===== src/rtl/t3oei_pkg.sv =====
package t3oei_pkg;
    localparam int CTRL_W     = 8;
    localparam int BIT_P      = 2;
    localparam int BIT_CP     = 3;
    localparam int BIT_F      = 4;
    localparam int BIT_TYP_LO = 5;
    localparam int TYP_W      = 2;
    localparam int BIT_MAN    = 7;

    localparam int NUM_TRIG   = 3;
    localparam int TRIG_P     = 0;
    localparam int TRIG_CP    = 1;
    localparam int TRIG_F     = 2;
    localparam int NUM_GROUP  = 2;

    typedef enum logic [TYP_W-1:0] {
        FE_ONE_F = 2'b00,
        FE_ONE_M = 2'b01,
        FE_SUB_F = 2'b10,
        FE_MF_M  = 2'b11
    } fe_type_e;

    function automatic int arm_bit(input int idx);
        case (idx)
            TRIG_P:  return BIT_P;
            TRIG_CP: return BIT_CP;
            default: return BIT_F;
        endcase
    endfunction
endpackage


===== src/rtl/oei_trig_gen.sv =====
module oei_trig_gen
    import t3oei_pkg::*;
(
    input  logic                clk,
    input  logic                rst_n,
    input  logic [CTRL_W-1:0]   ctrl_i,
    input  logic                manual_stb_i,
    input  logic                e3_mode_i,
    input  logic                cbit_en_i,
    output logic [NUM_TRIG-1:0] trig_o
);
    typedef struct packed {
        logic [NUM_TRIG-1:0] arm;
        logic                stb;
    } trig_st_t;

    trig_st_t            st_d, st_q;
    logic [NUM_TRIG-1:0] arm_now;
    logic [NUM_TRIG-1:0] allow;
    logic [NUM_TRIG-1:0] hit;
    logic                toggled;

    for (genvar g = 0; g < NUM_TRIG; g++) begin : g_arm
        assign arm_now[g] = ctrl_i[arm_bit(g)];
    end

    always_comb begin
        st_d.arm = arm_now;
        st_d.stb = manual_stb_i;
        toggled  = manual_stb_i ^ st_q.stb;

        allow          = '1;
        allow[TRIG_P]  = ~e3_mode_i;
        allow[TRIG_CP] = ~e3_mode_i & cbit_en_i;

        if (ctrl_i[BIT_MAN]) begin
            hit = {NUM_TRIG{toggled}} & arm_now;
        end else begin
            hit = arm_now & ~st_q.arm;
        end
        trig_o = hit & allow;
    end

    always_ff @(posedge clk or negedge rst_n) begin
        if (!rst_n) begin
            st_q <= '0;
        end else begin
            st_q <= st_d;
        end
    end

    p_manual_quiet_r8: assert property (@(posedge clk) disable iff (!rst_n)
        (ctrl_i[BIT_MAN] && (manual_stb_i == st_q.stb)) |-> (trig_o == '0));

    p_held_arm_r5: assert property (@(posedge clk) disable iff (!rst_n)
        (!ctrl_i[BIT_MAN] && st_q.arm[TRIG_P]) |-> !trig_o[TRIG_P]);
endmodule


===== src/rtl/oei_group_inj.sv =====
module oei_group_inj (
    input  logic clk,
    input  logic rst_n,
    input  logic trig_i,
    input  logic frame_start_i,
    input  logic slot_i,
    input  logic allow_i,
    output logic flip_o
);
    typedef struct packed {
        logic pend;
        logic act;
    } grp_st_t;

    grp_st_t st_d, st_q;

    always_comb begin
        st_d = st_q;
        if (frame_start_i) begin
            st_d.act  = st_q.pend;
            st_d.pend = 1'b0;
        end
        if (trig_i) begin
            st_d.pend = 1'b1;
        end
        flip_o = st_q.act & slot_i & allow_i;
    end

    always_ff @(posedge clk or negedge rst_n) begin
        if (!rst_n) begin
            st_q <= '0;
        end else begin
            st_q <= st_d;
        end
    end

    p_act_at_frame_r2: assert property (@(posedge clk) disable iff (!rst_n)
        $rose(st_q.act) |-> $past(frame_start_i));

    p_act_whole_frame_r2: assert property (@(posedge clk) disable iff (!rst_n)
        (st_q.act && !frame_start_i) |=> st_q.act);
endmodule


===== src/rtl/oei_fbit_inj.sv =====
module oei_fbit_inj
    import t3oei_pkg::*;
(
    input  logic             clk,
    input  logic             rst_n,
    input  logic             trig_i,
    input  logic [TYP_W-1:0] typ_i,
    input  logic             sub_start_i,
    input  logic             mf_start_i,
    input  logic             f_slot_i,
    input  logic             m_slot_i,
    output logic             flip_o
);
    typedef struct packed {
        logic     pend;
        fe_type_e typ;
        logic     act;
        logic     act_m;
    } fb_st_t;

    fb_st_t st_d, st_q;
    logic   win_end;

    always_comb begin
        st_d    = st_q;
        flip_o  = 1'b0;
        win_end = st_q.act_m ? mf_start_i : sub_start_i;

        if (st_q.act) begin
            if (win_end) begin
                st_d.act = 1'b0;
            end else begin
                flip_o = st_q.act_m ? m_slot_i : f_slot_i;
            end
        end

        if (st_q.pend) begin
            case (st_q.typ)
                FE_ONE_F: if (f_slot_i) begin
                    flip_o    = 1'b1;
                    st_d.pend = 1'b0;
                end
                FE_ONE_M: if (m_slot_i) begin
                    flip_o    = 1'b1;
                    st_d.pend = 1'b0;
                end
                FE_SUB_F: if (sub_start_i) begin
                    st_d.act   = 1'b1;
                    st_d.act_m = 1'b0;
                    st_d.pend  = 1'b0;
                end
                default: if (mf_start_i) begin
                    st_d.act   = 1'b1;
                    st_d.act_m = 1'b1;
                    st_d.pend  = 1'b0;
                end
            endcase
        end

        if (trig_i) begin
            st_d.pend = 1'b1;
            st_d.typ  = fe_type_e'(typ_i);
        end
    end

    always_ff @(posedge clk or negedge rst_n) begin
        if (!rst_n) begin
            st_q <= '0;
        end else begin
            st_q <= st_d;
        end
    end

    p_single_once_r6: assert property (@(posedge clk) disable iff (!rst_n)
        (st_q.pend && st_q.typ == FE_ONE_F && f_slot_i && !trig_i) |=> !st_q.pend);

    p_flip_on_fm_r6: assert property (@(posedge clk) disable iff (!rst_n)
        flip_o |-> (f_slot_i || m_slot_i));

    p_window_start_r7: assert property (@(posedge clk) disable iff (!rst_n)
        $rose(st_q.act) |-> $past(sub_start_i || mf_start_i));
endmodule


===== src/rtl/t3_ovh_err_inject.sv =====
module t3_ovh_err_inject
    import t3oei_pkg::*;
(
    input  logic              clk,
    input  logic              rst_n,
    input  logic              e3_mode_i,
    input  logic              cbit_en_i,
    input  logic [CTRL_W-1:0] ctrl_i,
    input  logic              manual_stb_i,
    input  logic              mf_start_i,
    input  logic              sub_start_i,
    input  logic              p_slot_i,
    input  logic              cp_slot_i,
    input  logic              f_slot_i,
    input  logic              m_slot_i,
    input  logic              data_i,
    output logic              data_o
);
    typedef struct packed {
        logic data;
    } top_st_t;

    top_st_t              st_d, st_q;
    logic [NUM_TRIG-1:0]  trig;
    logic [NUM_GROUP-1:0] grp_trig, grp_slot, grp_allow, grp_flip;
    logic                 fb_flip;
    logic                 flip;

    oei_trig_gen u_trig (
        .clk         (clk),
        .rst_n       (rst_n),
        .ctrl_i      (ctrl_i),
        .manual_stb_i(manual_stb_i),
        .e3_mode_i   (e3_mode_i),
        .cbit_en_i   (cbit_en_i),
        .trig_o      (trig)
    );

    assign grp_trig  = {trig[TRIG_CP], trig[TRIG_P]};
    assign grp_slot  = {cp_slot_i, p_slot_i};
    assign grp_allow = {~e3_mode_i & cbit_en_i, ~e3_mode_i};

    for (genvar g = 0; g < NUM_GROUP; g++) begin : g_grp
        oei_group_inj u_grp (
            .clk          (clk),
            .rst_n        (rst_n),
            .trig_i       (grp_trig[g]),
            .frame_start_i(mf_start_i),
            .slot_i       (grp_slot[g]),
            .allow_i      (grp_allow[g]),
            .flip_o       (grp_flip[g])
        );
    end

    oei_fbit_inj u_fbit (
        .clk        (clk),
        .rst_n      (rst_n),
        .trig_i     (trig[TRIG_F]),
        .typ_i      (ctrl_i[BIT_TYP_LO +: TYP_W]),
        .sub_start_i(sub_start_i),
        .mf_start_i (mf_start_i),
        .f_slot_i   (f_slot_i),
        .m_slot_i   (m_slot_i),
        .flip_o     (fb_flip)
    );

    always_comb begin
        flip      = (|grp_flip) | fb_flip;
        st_d.data = data_i ^ flip;
    end

    always_ff @(posedge clk or negedge rst_n) begin
        if (!rst_n) begin
            st_q <= '0;
        end else begin
            st_q <= st_d;
        end
    end

    assign data_o = st_q.data;

    p_passthru_r1: assert property (@(posedge clk) disable iff (!rst_n)
        !(p_slot_i || cp_slot_i || f_slot_i || m_slot_i) |=> (data_o == $past(data_i)));

    p_e3_no_group_r4: assert property (@(posedge clk) disable iff (!rst_n)
        (e3_mode_i && (p_slot_i || cp_slot_i) && !f_slot_i && !m_slot_i)
            |=> (data_o == $past(data_i)));

    p_cp_off_r4: assert property (@(posedge clk) disable iff (!rst_n)
        (!cbit_en_i && cp_slot_i && !p_slot_i && !f_slot_i && !m_slot_i)
            |=> (data_o == $past(data_i)));

    p_reset_low_r10: assert property (@(posedge clk) !rst_n |-> (data_o == 1'b0));
endmodule


===== config.mk =====
export PLATFORM = sky130hd
export DESIGN_NAME = t3_ovh_err_inject
export DESIGN_NICKNAME = d
export VERILOG_FILES = /design/src/rtl/t3oei_pkg.sv /design/src/rtl/oei_trig_gen.sv /design/src/rtl/oei_group_inj.sv /design/src/rtl/oei_fbit_inj.sv /design/src/rtl/t3_ovh_err_inject.sv
export SDC_FILE = /design/constraint.sdc
export NUM_CORES = 1
export LEC_CHECK = 0
export CELL_PAD_IN_SITES_DETAIL_PLACEMENT = 0
export CELL_PAD_IN_SITES_GLOBAL_PLACEMENT = 1
export CORE_MARGIN = 1
export CORE_UTILIZATION = 29
export DETAILED_ROUTE_END_ITERATION = 6
export PLACE_DENSITY = 0.79
export SETUP_SLACK_MARGIN = 0.15
export SLEW_MARGIN = 20
export SYNTH_ARGS = -nofsm -noshare
export SYNTH_HDL_FRONTEND = slang
export SYNTH_SLANG_ARGS = --single-unit

===== constraint.sdc =====
create_clock -name clk -period 1.2 [get_ports clk]
set_input_delay 0.24 -clock clk [delete_from_list [all_inputs] [get_ports clk]]
set_output_delay 0.24 -clock clk [all_outputs]
set_load 0.05 [all_outputs]

==> flow_summary.yaml <==
clock_network:
  ctsLongestPathBuffers: 2
  cts.sinks: 14
  cts_tree: "done"
  path_clk_slew_ns: 0.08
  root_buffer: "clkbuf_4"
  cts_buffers: 3
  clock_latency_ns: 0.27
  h-tree-depth: 1
critical_path:
  slowest_delay_ns: 0.40
  cp_cell_sequence: "xnor2_2 > a21oi_2 > mux2_4"
  cp.required_ns: 1.36
  path_class: "flop to flop"
  slowest_stage: "dfrtp_1"
  cp_max_fo: 3
  cp-start-kind: "flop"
  arrival_ns: 1.38
  cp-end-kind: "flop"
  r2r_cells: 3
  rrSetupSlack_ns: -0.03
yosys:
  synth_cell_types: 20
  ys_ff_latch: 14
  syn_inst: 52
  syn_area_per_cell_um2: 11.9
  syn_area_um2: 617
  synth.net_count: 72
  ys_warn_count: 0
  ys_seq_area_share_pct: 56.8
outcome:
  status: "finished, violations left"
  violations: "setup timing"
power_and_ir_drop:
  cellLeakagePower_uw: 0.000462
  irDropWorstVdd_v: 0.000792
  p_per_area_nw_per_um2: 1220
  total_power_uw: 1210
floorplan:
  start_util_pct: 31.1
  fp.dieW_um: 48.1
  core_um2: 1980
  io_pins: 21
  rows: 16
  die_h_um: 48.1
  die_area_um2: 2320
final_layout:
  n_antenna_cell: 0
  drive_gt1_share_pct: 32.1
  syn2layout_area_growth_pct: 60.9
  final_cell_area_um2: 992
  nets: 103
timing:
  hold_viol: 0
  finalSetupViolations: 2
  fin_skew_ns: 0.000751
  max-slew-margin-rel_pct: 85.3
  fmax_ghz: 0.815
  drv_slew: 0
  post-route-period-util_pct: 102
  rsz0062_at_grt: "yes"
  fin_crit_ns: 1.23
  fin_tns_setup_ns: -0.0452
  fin_ws_ns: -0.0264
  max_slew.worst_pin.slew_ns: 0.216
route:
  viasPerCell: 4.61
  drtPass1Iterations: 3
  dr_total_vias: 498
  ant_nets: 0
  routed_wl_um: 1270
  wire_per_inst_um: 11.7
  drc: 0
  first_iter_violations: 3
global_routing:
  track_usage_pct: 14.0
  grt_pass1_vias: 521
  grt_max_degree: 15
  grt_pass1_wl_um: 2120
  antenna_found_initial: 0
  grt_overflow: 0
placement:
  post-place-ws_ns: -0.341
  dp_hpwl_um: 980
  io_buffers: 18
  placed_cell_area_um2: 892
  gp_congestion: 0.796
job:
  max-cap-violations: 0
worst_hold_path:
  hold_path_class: "input pin to asynchronous set/reset pin"
cell usage in the layout (no fill, tap or decap), types with 2 or more instances in the layout:
| cell type | count |
|---|---|
| mux2_1 | 2 |
| dfrtp_1 | 14 |
| a21oi_2 | 2 |
| dlymetal6s2s_1 | 3 |
| inv_1 | 6 |
| mux2i_1 | 2 |
| mux2_4 | 3 |
| o21ai_1 | 3 |
| buf_4 | 8 |
| clkbuf_4 | 3 |
| nand2_1 | 3 |
| clkdlybuf4s50_1 | 13 |
| o32ai_2 | 2 |
where the power goes:
part / leakage (uW) / switching (uW) / internal [uW]
combinational: 0.000276 / 149 / 220
clock: 0.0000138 / 134 / 116
sequential: 0.000173 / 56.5 / 534
total: 0.000462 / 339 / 870
worst max-delay path: cells and delay by family (launching register included):
family / cells / cell delay [ns]
flip-flops: 1 / 0.40
XOR/XNOR: 1 / 0.15
AO/OA/AOI/OAI: 1 / 0.23
multiplexers: 1 / 0.33
logic make-up after synthesis:
family | after synthesis | share of synthesized area (%)
simple gates | 7 | 5.07
compound gates | 14 | 16.8
flops | 14 | 56.8
mux | 8 | 14.0
xor+xnor | 2 | 2.84
buf+inv | 7 | 4.46
layer usage:
layer | track usage (%) | routed length, um | up-vias | share of wire (%)
met5 | 0 | 0 | - | 0
met4 | 6.67 | 0 | 0 | 0
met3 | 2.22 | 52 | 0 | 4.1
met2 | 24.6 | 660 | 15 | 52
met1 | 16.5 | 554 | 239 | 44
li1 | - | - | 244 | -
cells in the mapped netlist, drive strengths merged:
master,number,share of area (%)
nand2,3,1.8
mux2i,3,4.9
o21ai,4,3.2
nand2b,1,1.0
a31oi,1,1.0
nor2,1,0.61
inv,6,3.7
dfrtp,14,57
mux2,5,9.1
a21oi,4,4.5
xnor2,2,2.8
o2111ai,1,1.4
nand3,2,1.6
buf,1,0.81
o32ai,2,4.1
a32oi,1,1.4
a21o,1,1.2
final cells by class:
cell class / instances / area (um^2)
clock buffer: 3 / 22.5
fill: 181 / 990
inverter: 6 / 22.5
multi-input combinational: 31 / 295
sequential: 14 / 350
tap: 27 / 33.8
timing repair buffer: 27 / 268
sequential cells by signal, indices dropped and copies added, names as in the netlist:
register          count
data_o                1
g_grp.u_grp.st_q      4
u_fbit.st_q           5
u_trig.st_q           4
timing repair:
item / in CTS / in global routing
pin swaps: 2 / 4
hold buffers: 0 / 0
buffers inserted: 1 / 1
hold endpoints to repair: 0 / 0
endpoints found under the setup margin: 8 / 9
gates resized for setup: 7 / 8
path summary, 6_finish.rpt:
path                                   startpoint                endpoint
max                                u_trig.st_q[0]          u_fbit.st_q[2]
min                                         rst_n          u_trig.st_q[0]
max reg2reg                        u_trig.st_q[0]          u_fbit.st_q[2]
min reg2reg                g_grp[0].u_grp.st_q[0]  g_grp[0].u_grp.st_q[0]
max in group asynchronous                   rst_n                  data_o
min in group clk                     manual_stb_i          u_trig.st_q[0]
stage by stage:
step	util, %	cells	hold slack (ns)
2_1_floorplan	-	52	-0.0556
3_3_place_gp	45.0	103	0.472
3_5_place_dp	45.0	103	0.481
4_1_cts	48.0	107	0.265
5_1_grt	50.1	108	0.286
6_report	50.1	108	0.268
Power figures use the tool's default switching activity.
